`src/rtl/psfb_pkg.sv`:
```
package psfb_pkg;
  localparam int N_GATE = 10;
  localparam int G_LHI  = 0;
  localparam int G_LLO  = 1;
  localparam int G_RHI  = 2;
  localparam int G_RLO  = 3;
  localparam int G_LAUP = 4;
  localparam int G_LADN = 5;
  localparam int G_RAUP = 6;
  localparam int G_RADN = 7;
  localparam int G_RPOS = 8;
  localparam int G_RNEG = 9;
  localparam int COMP_W = 8;
endpackage

```
`src/rtl/psfb_period_timer.sv`:
```
module psfb_period_timer #(
  parameter int PERIOD = 1000,
  parameter int CW     = 10
) (
  input  logic          clk,
  input  logic          rst_n,
  input  logic          enable_i,
  input  logic [CW-1:0] phase_i,
  output logic [CW-1:0] cnt_nxt_o,
  output logic [CW-1:0] phi_nxt_o,
  output logic          run_nxt_o,
  output logic          sync_o
);
  localparam int HALF = PERIOD / 2;
  localparam logic [CW-1:0] LAST_C = CW'(PERIOD - 1);
  localparam logic [CW-1:0] HALF_C = CW'(HALF);

  logic [CW-1:0] cnt_q, phi_q;
  logic          run_q;
  logic          wrap;

  assign wrap      = (cnt_q == LAST_C);
  assign cnt_nxt_o = wrap ? '0 : cnt_q + 1'b1;
  assign run_nxt_o = enable_i & (run_q | wrap);
  assign phi_nxt_o = wrap ? ((phase_i > HALF_C) ? HALF_C : phase_i) : phi_q;

  always_ff @(posedge clk or negedge rst_n) begin
    if (!rst_n) begin
      cnt_q  <= '0;
      phi_q  <= '0;
      run_q  <= 1'b0;
      sync_o <= 1'b0;
    end else begin
      cnt_q  <= cnt_nxt_o;
      phi_q  <= phi_nxt_o;
      run_q  <= run_nxt_o;
      sync_o <= run_nxt_o & (cnt_nxt_o == '0);
    end
  end

  AST_SYNC_SINGLE: assert property (@(posedge clk) disable iff (!rst_n)
    sync_o |=> !sync_o);
endmodule

```
`src/rtl/psfb_event_window.sv`:
```
module psfb_event_window #(
  parameter int PERIOD   = 1000,
  parameter int CW       = 10,
  parameter int COMP_OFF = 0
) (
  input  logic [CW-1:0] t_now_i,
  input  logic [CW-1:0] ref_i,
  input  logic [CW:0]   start_i,
  input  logic [CW:0]   stop_i,
  output logic          hit_o
);
  localparam int DW = CW + 2;
  localparam logic [DW-1:0] P1 = DW'(PERIOD);
  localparam logic [DW-1:0] P2 = DW'(2 * PERIOD);
  localparam logic [DW-1:0] CO = DW'(COMP_OFF);

  logic [DW-1:0] raw, loc;

  always_comb begin
    raw = DW'(t_now_i) + P2 - DW'(ref_i) - CO;
    if (raw >= P2)      loc = raw - P2;
    else if (raw >= P1) loc = raw - P1;
    else                loc = raw;
    hit_o = (loc >= DW'(start_i)) && (loc < DW'(stop_i));
  end
endmodule

```
`src/rtl/psfb_gate_seq.sv`:
```
module psfb_gate_seq
  import psfb_pkg::*;
#(
  parameter int PERIOD    = 1000,
  parameter int CW        = $clog2(PERIOD),
  parameter int DEAD      = 20,
  parameter int AUX_ON    = 40,
  parameter int RECT_DEAD = 10,
  parameter logic [N_GATE*COMP_W-1:0] COMP = {8'd5, 8'd5, 8'd5, 8'd5, 8'd4,
                                             8'd4, 8'd4, 8'd1, 8'd3, 8'd2}
) (
  input  logic              clk,
  input  logic              rst_n,
  input  logic              enable_i,
  input  logic [CW-1:0]     phase_i,
  output logic [N_GATE-1:0] gate_o,
  output logic              sync_o
);
  localparam int HALF = PERIOD / 2;
  localparam int W1   = CW + 1;

  logic [CW-1:0] cnt_n, phi_n, lref, rref;
  logic          run_n;
  logic [CW-1:0] ref_a   [N_GATE];
  logic [W1-1:0] start_a [N_GATE];
  logic [W1-1:0] stop_a  [N_GATE];
  logic [N_GATE-1:0] hit;

  psfb_period_timer #(.PERIOD(PERIOD), .CW(CW)) timer_i (
    .clk(clk), .rst_n(rst_n), .enable_i(enable_i), .phase_i(phase_i),
    .cnt_nxt_o(cnt_n), .phi_nxt_o(phi_n), .run_nxt_o(run_n), .sync_o(sync_o)
  );

  assign lref = CW'(RECT_DEAD);
  assign rref = phi_n + CW'(RECT_DEAD);

  always_comb begin
    for (int i = 0; i < N_GATE; i++) begin
      ref_a[i]   = lref;
      start_a[i] = '0;
      stop_a[i]  = '0;
    end
    ref_a[G_RHI] = rref; ref_a[G_RLO] = rref;
    ref_a[G_RAUP] = rref; ref_a[G_RADN] = rref;
    ref_a[G_RPOS] = '0; ref_a[G_RNEG] = '0;
    for (int leg = 0; leg < 2; leg++) begin
      start_a[2*leg]       = W1'(DEAD);
      stop_a[2*leg]        = W1'(HALF);
      start_a[2*leg+1]     = W1'(HALF + DEAD);
      stop_a[2*leg+1]      = W1'(PERIOD);
      start_a[G_LAUP+2*leg]   = '0;
      stop_a[G_LAUP+2*leg]    = W1'(AUX_ON);
      start_a[G_LAUP+2*leg+1] = W1'(HALF);
      stop_a[G_LAUP+2*leg+1]  = W1'(HALF + AUX_ON);
    end
    start_a[G_RPOS] = W1'(RECT_DEAD + DEAD);
    stop_a[G_RPOS]  = {1'b0, phi_n};
    start_a[G_RNEG] = W1'(RECT_DEAD + DEAD + HALF);
    stop_a[G_RNEG]  = {1'b0, phi_n} + W1'(HALF);
  end

  for (genvar g = 0; g < N_GATE; g++) begin : g_win
    psfb_event_window #(
      .PERIOD(PERIOD), .CW(CW),
      .COMP_OFF(int'(COMP[g*COMP_W +: COMP_W]))
    ) win_i (
      .t_now_i(cnt_n), .ref_i(ref_a[g]), .start_i(start_a[g]),
      .stop_i(stop_a[g]), .hit_o(hit[g])
    );
  end

  always_ff @(posedge clk or negedge rst_n) begin
    if (!rst_n) gate_o <= '0;
    else        gate_o <= run_n ? hit : '0;
  end

  AST_LEFT_EXCL: assert property (@(posedge clk) disable iff (!rst_n)
    !(gate_o[G_LHI] && gate_o[G_LLO]));
  AST_RIGHT_EXCL: assert property (@(posedge clk) disable iff (!rst_n)
    !(gate_o[G_RHI] && gate_o[G_RLO]));
  AST_OFF_WHEN_DISABLED: assert property (@(posedge clk) disable iff (!rst_n)
    !enable_i |=> (gate_o == '0) && !sync_o);
  AST_RECT_EXCL: assert property (@(posedge clk) disable iff (!rst_n)
    !(gate_o[G_RPOS] && gate_o[G_RNEG]));
  AST_RECT_POS_DIAG: assert property (@(posedge clk) disable iff (!rst_n)
    gate_o[G_RPOS] |-> gate_o[G_LHI] && gate_o[G_RLO]);
  AST_RECT_NEG_DIAG: assert property (@(posedge clk) disable iff (!rst_n)
    gate_o[G_RNEG] |-> gate_o[G_LLO] && gate_o[G_RHI]);
  AST_AUX_IN_DEADTIME: assert property (@(posedge clk) disable iff (!rst_n)
    ($rose(gate_o[G_LAUP]) || $rose(gate_o[G_LADN])) |->
      !gate_o[G_LHI] && !gate_o[G_LLO]);
endmodule

```
`config.mk`:
```
export PLATFORM = sky130hd
export DESIGN_NAME = psfb_gate_seq
export DESIGN_NICKNAME = d
export VERILOG_FILES = /design/src/rtl/psfb_pkg.sv /design/src/rtl/psfb_period_timer.sv /design/src/rtl/psfb_event_window.sv /design/src/rtl/psfb_gate_seq.sv
export SDC_FILE = /design/constraint.sdc
export NUM_CORES = 1
export LEC_CHECK = 0
export ABC_AREA = 1
export BUFFER_PORTS_ARGS = -buffer_cell sky130_fd_sc_hd__buf_2
export CAP_MARGIN = 20
export CORE_MARGIN = 2
export CORE_UTILIZATION = 58
export CTS_CLUSTER_DIAMETER = 80
export DETAILED_ROUTE_END_ITERATION = 8
export GPL_TIMING_DRIVEN = 0
export PLACE_DENSITY = 0.83
export SYNTH_ARGS = -nofsm -noshare
export SYNTH_HDL_FRONTEND = slang
export SYNTH_SLANG_ARGS = --single-unit
```
`constraint.sdc`:
```
create_clock -name clk -period 8.8 [get_ports clk]
set_input_delay 1.76 -clock clk [delete_from_list [all_inputs] [get_ports clk]]
set_output_delay 1.76 -clock clk [all_outputs]
set_load 0.02 [all_outputs]
```
# ---- Yosys cells after proc, flatten, opt, wreduce, memory -nomap -nowiden
# Cells that the tools add are included.
dict set report word_totals {
  reg_bits 32
  in_bits 13
  output_inout_bits 11
  wordCells 100
}
dict set report classes {
  add_sub_neg 27
  n_lt_le_gt_ge 35
  eq_ne 1
  muxes 18
  bitwise_logic 3
  reduce_logical 11
}
# cell n
set ops {}
lappend ops {{12-bit two-way mux} 14}
lappend ops {{12-bit by 10-bit greater-or-equal comparator with 1-bit output (second input constant)} 10}
lappend ops {{12-bit by 11-bit greater-or-equal comparator with 1-bit output (second input constant)} 7}
lappend ops {{12-bit by 10-bit subtractor with 12-bit output (second input constant)} 7}
lappend ops {{12-bit by 11-bit subtractor with 12-bit output (second input constant)} 7}
lappend ops {{12-bit by 10-bit less-than comparator with 1-bit output (second input constant)} 4}
lappend ops {{12-bit by 3-bit subtractor with 12-bit output (second input constant)} 4}
lappend ops {{10-bit two-way mux} 4}
lappend ops {{12-bit by 5-bit greater-or-equal comparator with 1-bit output (second input constant)} 3}
lappend ops {{12-bit by 1-bit greater-or-equal comparator with 1-bit output (second input constant)} 2}
lappend ops {{12-bit by 9-bit greater-or-equal comparator with 1-bit output (second input constant)} 2}
lappend ops {{12-bit by 6-bit less-than comparator with 1-bit output (second input constant)} 2}
lappend ops {{12-bit by 9-bit less-than comparator with 1-bit output (second input constant)} 2}
lappend ops {{12-bit by 2-bit subtractor with 12-bit output (second input constant)} 2}
lappend ops {{10-bit by 11-bit adder with 12-bit output (second input constant)} 1}
lappend ops {{12-bit by 10-bit less-than comparator with 1-bit output} 1}
lappend ops {{12-bit by 11-bit less-than comparator with 1-bit output} 1}
lappend ops {{12-bit by 1-bit subtractor with 12-bit output (second input constant)} 1}
lappend ops {{12-bit by 10-bit subtractor with 12-bit output} 1}
lappend ops {{12-bit by 4-bit subtractor with 12-bit output (second input constant)} 1}
lappend ops {{10-bit by 9-bit adder with 11-bit output (second input constant)} 1}
lappend ops {{10-bit by 1-bit adder with 10-bit output (second input constant)} 1}
lappend ops {{10-bit by 4-bit adder with 10-bit output (second input constant)} 1}
lappend ops {{10-bit == test (second input constant)} 1}
lappend ops {{5 further kinds} 15}

# ---- Logic depth before layout (Yosys ltp)
dict set report depth {
  word_depth 12
  ltp_mapped 40
  depth_no_buf 39
}

# ---- Modules after synthesis
# A second synthesis with hierarchy kept.
dict set report hier_totals {
  cells_unflattened 3564
  hier_area_um2 21418.0
}
# module instances cells_each area_each_um2 seq_area_each_um2
set modules_own_cells {}
lappend modules_own_cells {{psfb_event_window at g_win[7].win_i ...} 3 317 1879.3 0.0}
lappend modules_own_cells {{psfb_event_window at g_win[3].win_i ...} 2 335 2063.2 0.0}
lappend modules_own_cells {{psfb_event_window at g_win[0].win_i} 1 351 2049.5 0.0}
lappend modules_own_cells {{psfb_event_window at g_win[1].win_i} 1 351 1973.1 0.0}
lappend modules_own_cells {{psfb_event_window at g_win[2].win_i} 1 328 1943.1 0.0}
lappend modules_own_cells {{psfb_event_window at g_win[5].win_i} 1 336 1943.1 0.0}
lappend modules_own_cells {{psfb_event_window at g_win[6].win_i} 1 327 1930.6 0.0}
lappend modules_own_cells {psfb_period_timer 1 148 1137.3 550.5}
lappend modules_own_cells {psfb_gate_seq 1 102 676.9 250.2}

# ---- Worst setup path before layout
# No wires, ideal clock.
dict set report synth_timing {
  kind {input to register}
  start {input phase_i[1]}
  end {register gate_o[3]}
  setup_ns 0.114
  arrival_time_ns 6.123
  t_required_ns 8.686
  slack_ns 2.562
  cell_stages 32
  path_buffers 0
  cell_sequence {inv_1 > nand2_1 > a21oi_1 > nor2_1 > a31oi_1 > inv_1 > o31ai_1 > ha_1 > inv_1 > ha_1 > a21oi_1 > nand2_2 > a21oi_4 > xor2_4 > nor2_1 > nor2_1 > inv_1 > ha_1 > a21oi_1 > inv_1 > nand3_1 > nor2_1 > nor2_2 > nand2_4 > nand2_1 > o21ai_1 > nand2_1 > nand2_1 > nor2_1 > nand3_1 > nand2_1 > nor2_1}
}
dict set report synth_via {
  elab_chain_len 12
  word_cells_on_any_way 16
  classes_between {5 x add/sub; 5 x order compare; 5 x mux; 1 x reduce/logical}
}
# element line_no
set synth_lines {}
lappend synth_lines {{from (decl)} psfb_gate_seq.sv:15} ;# input logic [CW-1:0] phase_i,
lappend synth_lines {{10-bit by 9-bit greater-than comparator with 1-bit output} psfb_period_timer.sv:25} ;# assign phi_nxt_o = wrap ? ((phase_i > HALF_C) ? HALF_C : phase_i) : phi_q;
lappend synth_lines {{10-bit two-way mux (*) (2 in series)} psfb_period_timer.sv:25}
lappend synth_lines {{named net g_win[8].win_i.stop_i[1]} psfb_event_window.sv:9} ;# input logic [CW:0] stop_i,
lappend synth_lines {{10-bit by 4-bit adder with 10-bit output (*)} psfb_gate_seq.sv:35} ;# assign rref = phi_n + CW'(RECT_DEAD);
lappend synth_lines {{12-bit by 10-bit subtractor with 12-bit output (*)} psfb_event_window.sv:20} ;# raw = DW'(t_now_i) + P2 - DW'(ref_i) - CO;
lappend synth_lines {{12-bit by 3-bit subtractor with 12-bit output (*)} psfb_event_window.sv:20}
lappend synth_lines {{12-bit by 10-bit subtractor with 12-bit output or 12-bit by 10-bit greater-or-equal comparator with 1-bit output (tied branches)} psfb_event_window.sv:22} ;# else if (raw >= P1) loc = raw - P1;
lappend synth_lines {{12-bit two-way mux} psfb_event_window.sv:22}
lappend synth_lines {{12-bit two-way mux (*)} psfb_event_window.sv:21} ;# if (raw >= P2) loc = raw - P2;
lappend synth_lines {{12-bit by 10-bit greater-or-equal comparator with 1-bit output or 12-bit by 10-bit less-than comparator with 1-bit output (tied branches)} psfb_event_window.sv:24} ;# hit_o = (loc >= DW'(start_i)) && (loc < DW'(stop_i));
lappend synth_lines {{1-bit logical AND (*)} psfb_event_window.sv:24}
lappend synth_lines {{10-bit two-way mux (*)} psfb_gate_seq.sv:74} ;# else gate_o <= run_n ? hit : '0;
lappend synth_lines {{to (signal assigned)} psfb_gate_seq.sv:74}
lappend synth_lines {{to (decl)} psfb_gate_seq.sv:16} ;# output logic [N_GATE-1:0] gate_o,
# The timed path passes the listed nets; every way through them passes the cells marked *.

# ---- Worst setup path in the final report
dict set report layout_timing {
  start {input phase_i[0]}
  end {register gate_o[3]}
}
dict set report layout_via {
  elab_chain_len 12
  word_cells_on_any_way 16
  classes_between {5 x add/sub; 5 x order compare; 5 x mux; 1 x reduce/logical}
}
# element line_no
set layout_lines {}
lappend layout_lines {{10-bit by 9-bit greater-than comparator with 1-bit output (*)} psfb_period_timer.sv:25}
lappend layout_lines {{10-bit two-way mux (*) (2 in series)} psfb_period_timer.sv:25}
lappend layout_lines {{named net g_win[8].win_i.stop_i[1]} psfb_event_window.sv:9}
lappend layout_lines {{10-bit by 4-bit adder with 10-bit output (*)} psfb_gate_seq.sv:35}
lappend layout_lines {{12-bit by 10-bit subtractor with 12-bit output (*)} psfb_event_window.sv:20}
lappend layout_lines {{12-bit by 3-bit subtractor with 12-bit output (*)} psfb_event_window.sv:20}
lappend layout_lines {{12-bit by 10-bit subtractor with 12-bit output or 12-bit by 10-bit greater-or-equal comparator with 1-bit output (tied branches)} psfb_event_window.sv:22}
lappend layout_lines {{12-bit two-way mux} psfb_event_window.sv:22}
lappend layout_lines {{12-bit two-way mux (*)} psfb_event_window.sv:21}
lappend layout_lines {{12-bit by 10-bit greater-or-equal comparator with 1-bit output or 12-bit by 10-bit less-than comparator with 1-bit output (tied branches)} psfb_event_window.sv:24}
lappend layout_lines {{1-bit logical AND (*)} psfb_event_window.sv:24}
lappend layout_lines {{10-bit two-way mux (*)} psfb_gate_seq.sv:74}
# Marks and branches as above.

==> out/metrics.csv <==
metric,value,unit
antenna_cells,0,
cts_buffers,5,
die_area,0.0163,mm^2
synth_area,0.00887,mm^2
synth_area_per_cell,6.11,um^2
grt_use_met3,2.46,%
pre_cts_ws,1430,ps
final_cell_mix,"nand2_1, inv_1, nand3_1",
cts_tree,yes,
drv_cap,0,
top_usage_layer,met2,
grt_max_degree,33,
cts_sinks,32,
fin_nets,1591,
synth.distinct_cells,59,
leakagePower,5.27,nW
first_iter_violations,773,
relSlewSlack,25.7,%
globalRouteTotalUtil,27.8,%
final_common_cell,nand2_1,
instances_no_fill,1670,
wl,22200,um
fmax,0.138,GHz
met2_usage,48.8,%
start_util,58.8,%
postCtsHoldBufs,0,
synth-main-ff-cell,dfrtp_1,
crit_type,in -> reg,
grt_pass1_vias,8543,
status,"finished, final reports clean",
rows,45,
io_buffer_count,23,
wire_per_inst,13.3,um
ant_nets,0,
pin_count,24,
crit_path_start_kind,primary input,
syn_nets,1561,
core_area,0.0151,mm^2
dp_cells,1662,
viasPerCell,5.53,
ctsResizeCount,0,
clk_path_buf_depth,2,
die_w,128,um
clk_latency,290,ps
synth_edf_count,0,
vias,9230,
dp_hpwl,18200,um
grt_overflow,0,
cp_slowest_stage_delay,600,ps
cp-end-kind,register,
hold_viol_final,0,
drt_drc_violations_left,0,
cts_root_buf,clkbuf_16,
final.fill_count,1431,
worst_pin_slew,1110,ps
cts_htree_levels,2,
power.density,36.3,mW/mm^2
drv_slew,0,
cp_data_required_time,9030,ps
skew,8.78,ps
setup_ws,1560,ps
setup_viol,0,
antenna_found_initial,0,
critPathArrivalTime,7470,ps
post-route-util,62.1,%
clk_pin_slew,70,ps
worst-path-max-fanout,10,
crit_slowest_cell,o31ai_1,
grt_use_met1,36.2,%
finalCriticalPeriod,7240,ps
routabilityCongestion,0.972,
finalSetupTns,0,ps
area_growth_syn_to_layout,5.57,%
ys_warn_count,0,
cts_setup_buffers,0,
async_flop_share,100,%
first_pass_iters,6,
layout_worst_path_cycle_share,82.3,%
yosysSeqAreaShare,9.03,%
min_path_type,reg -> reg,
grt_pass1_wl,38200,um
peakVddDrop,68.3,uV
drive_above_1_share,12.7,%
ys_seq_elements,32,
rsz0062_at_grt,no,
die_h,128,um
holdWs,565,ps
synthCells,1451,
## layer usage
metal	wire (um)	part of all wire, %
met5	0	0
met4	685	3.1
met3	1000	4.5
met2	10600	48
met1	9860	44
## path summary, 6_finish.rpt
kind	start	slack, ps	endpoint	cells after the start
worst min-delay path	timer_i.phi_q[0]	570	timer_i.phi_q[0]	2
worst min register to register	timer_i.phi_q[0]	570	timer_i.phi_q[0]	2
worst max-delay path	phase_i[0]	1560	gate_o[3]	31
max in group asynchronous	rst_n	6680	timer_i.sync_o	1
min in group asynchronous	rst_n	1590	timer_i.phi_q[4]	1
worst max register to register	timer_i.cnt_q[0]	2230	gate_o[3]	32
## worst max-delay path, delay by kind of cell
family                   cells  cell delay [ps]
buffers and inverters        8             1050
AO/OA/AOI/OAI                5             1420
XOR/XNOR                     1              560
adder cells (fa/ha/maj)      3              990
AND/OR/NAND/NOR             14             1690
## state kept, by name, indices dropped and copies added (netlist names)
name	count
gate_o	10
timer_i.cnt_q	10
timer_i.phi_q	10
timer_i.run_q	1
timer_i.sync_o	1
## per-stage QoR
step                      total power [mW]  cell area (um^2)
after global routing                 0.348              9370
after global placement               0.159              9220
after detailed placement             0.159              9220
after floorplan                      0.152              8870
final                                0.340              9370
after CTS                            0.340              9370
## final cells by class
class | count | area [um^2] | share of cell area (%)
Clock inverter | 3 | 18.8 | 0.200
Multi-Input combinational cell | 1194 | 7180 | 76.7
Buffer | 9 | 68.8 | 0.735
Tap cell | 188 | 235 | 2.51
Timing Repair Buffer | 23 | 115 | 1.23
Sequential cell | 32 | 801 | 8.55
Inverter | 216 | 818 | 8.74
Clock buffer | 5 | 125 | 1.34
## report_power, final
group          internal [mW]  switching, mW  leakage [nW]  total (mW)
Sequential             0.147              0         0.391       0.147
Clock                  0.105         0.0791        0.0736       0.184
Combinational        0.00277        0.00620          4.80     0.00897
Total                  0.254         0.0853          5.27       0.340
## cell usage after synthesis (all sizes together), types with 5 or more instances
master,count,area (um^2)
or2,6,37.5
a21oi,42,267
dfrtp,32,801
o211ai,5,37.5
xor2,83,900
nand4,50,347
nand2,464,1870
xnor2,17,164
inv,216,818
nor3,13,81.3
ha,96,1200
nand3,144,838
buf,6,57.6
a31oi,8,50.1
nor2,165,773
o21ai,68,363
## logic make-up after synthesis
group | share of synthesized area, %
mux | 0.113
simple gates | 45.4
buf+inv | 10.0
fa+ha+maj | 13.8
flops | 9.03
compound gates | 9.75
xor+xnor | 12.0
Note: power is estimated with default switching activity, not from simulation.
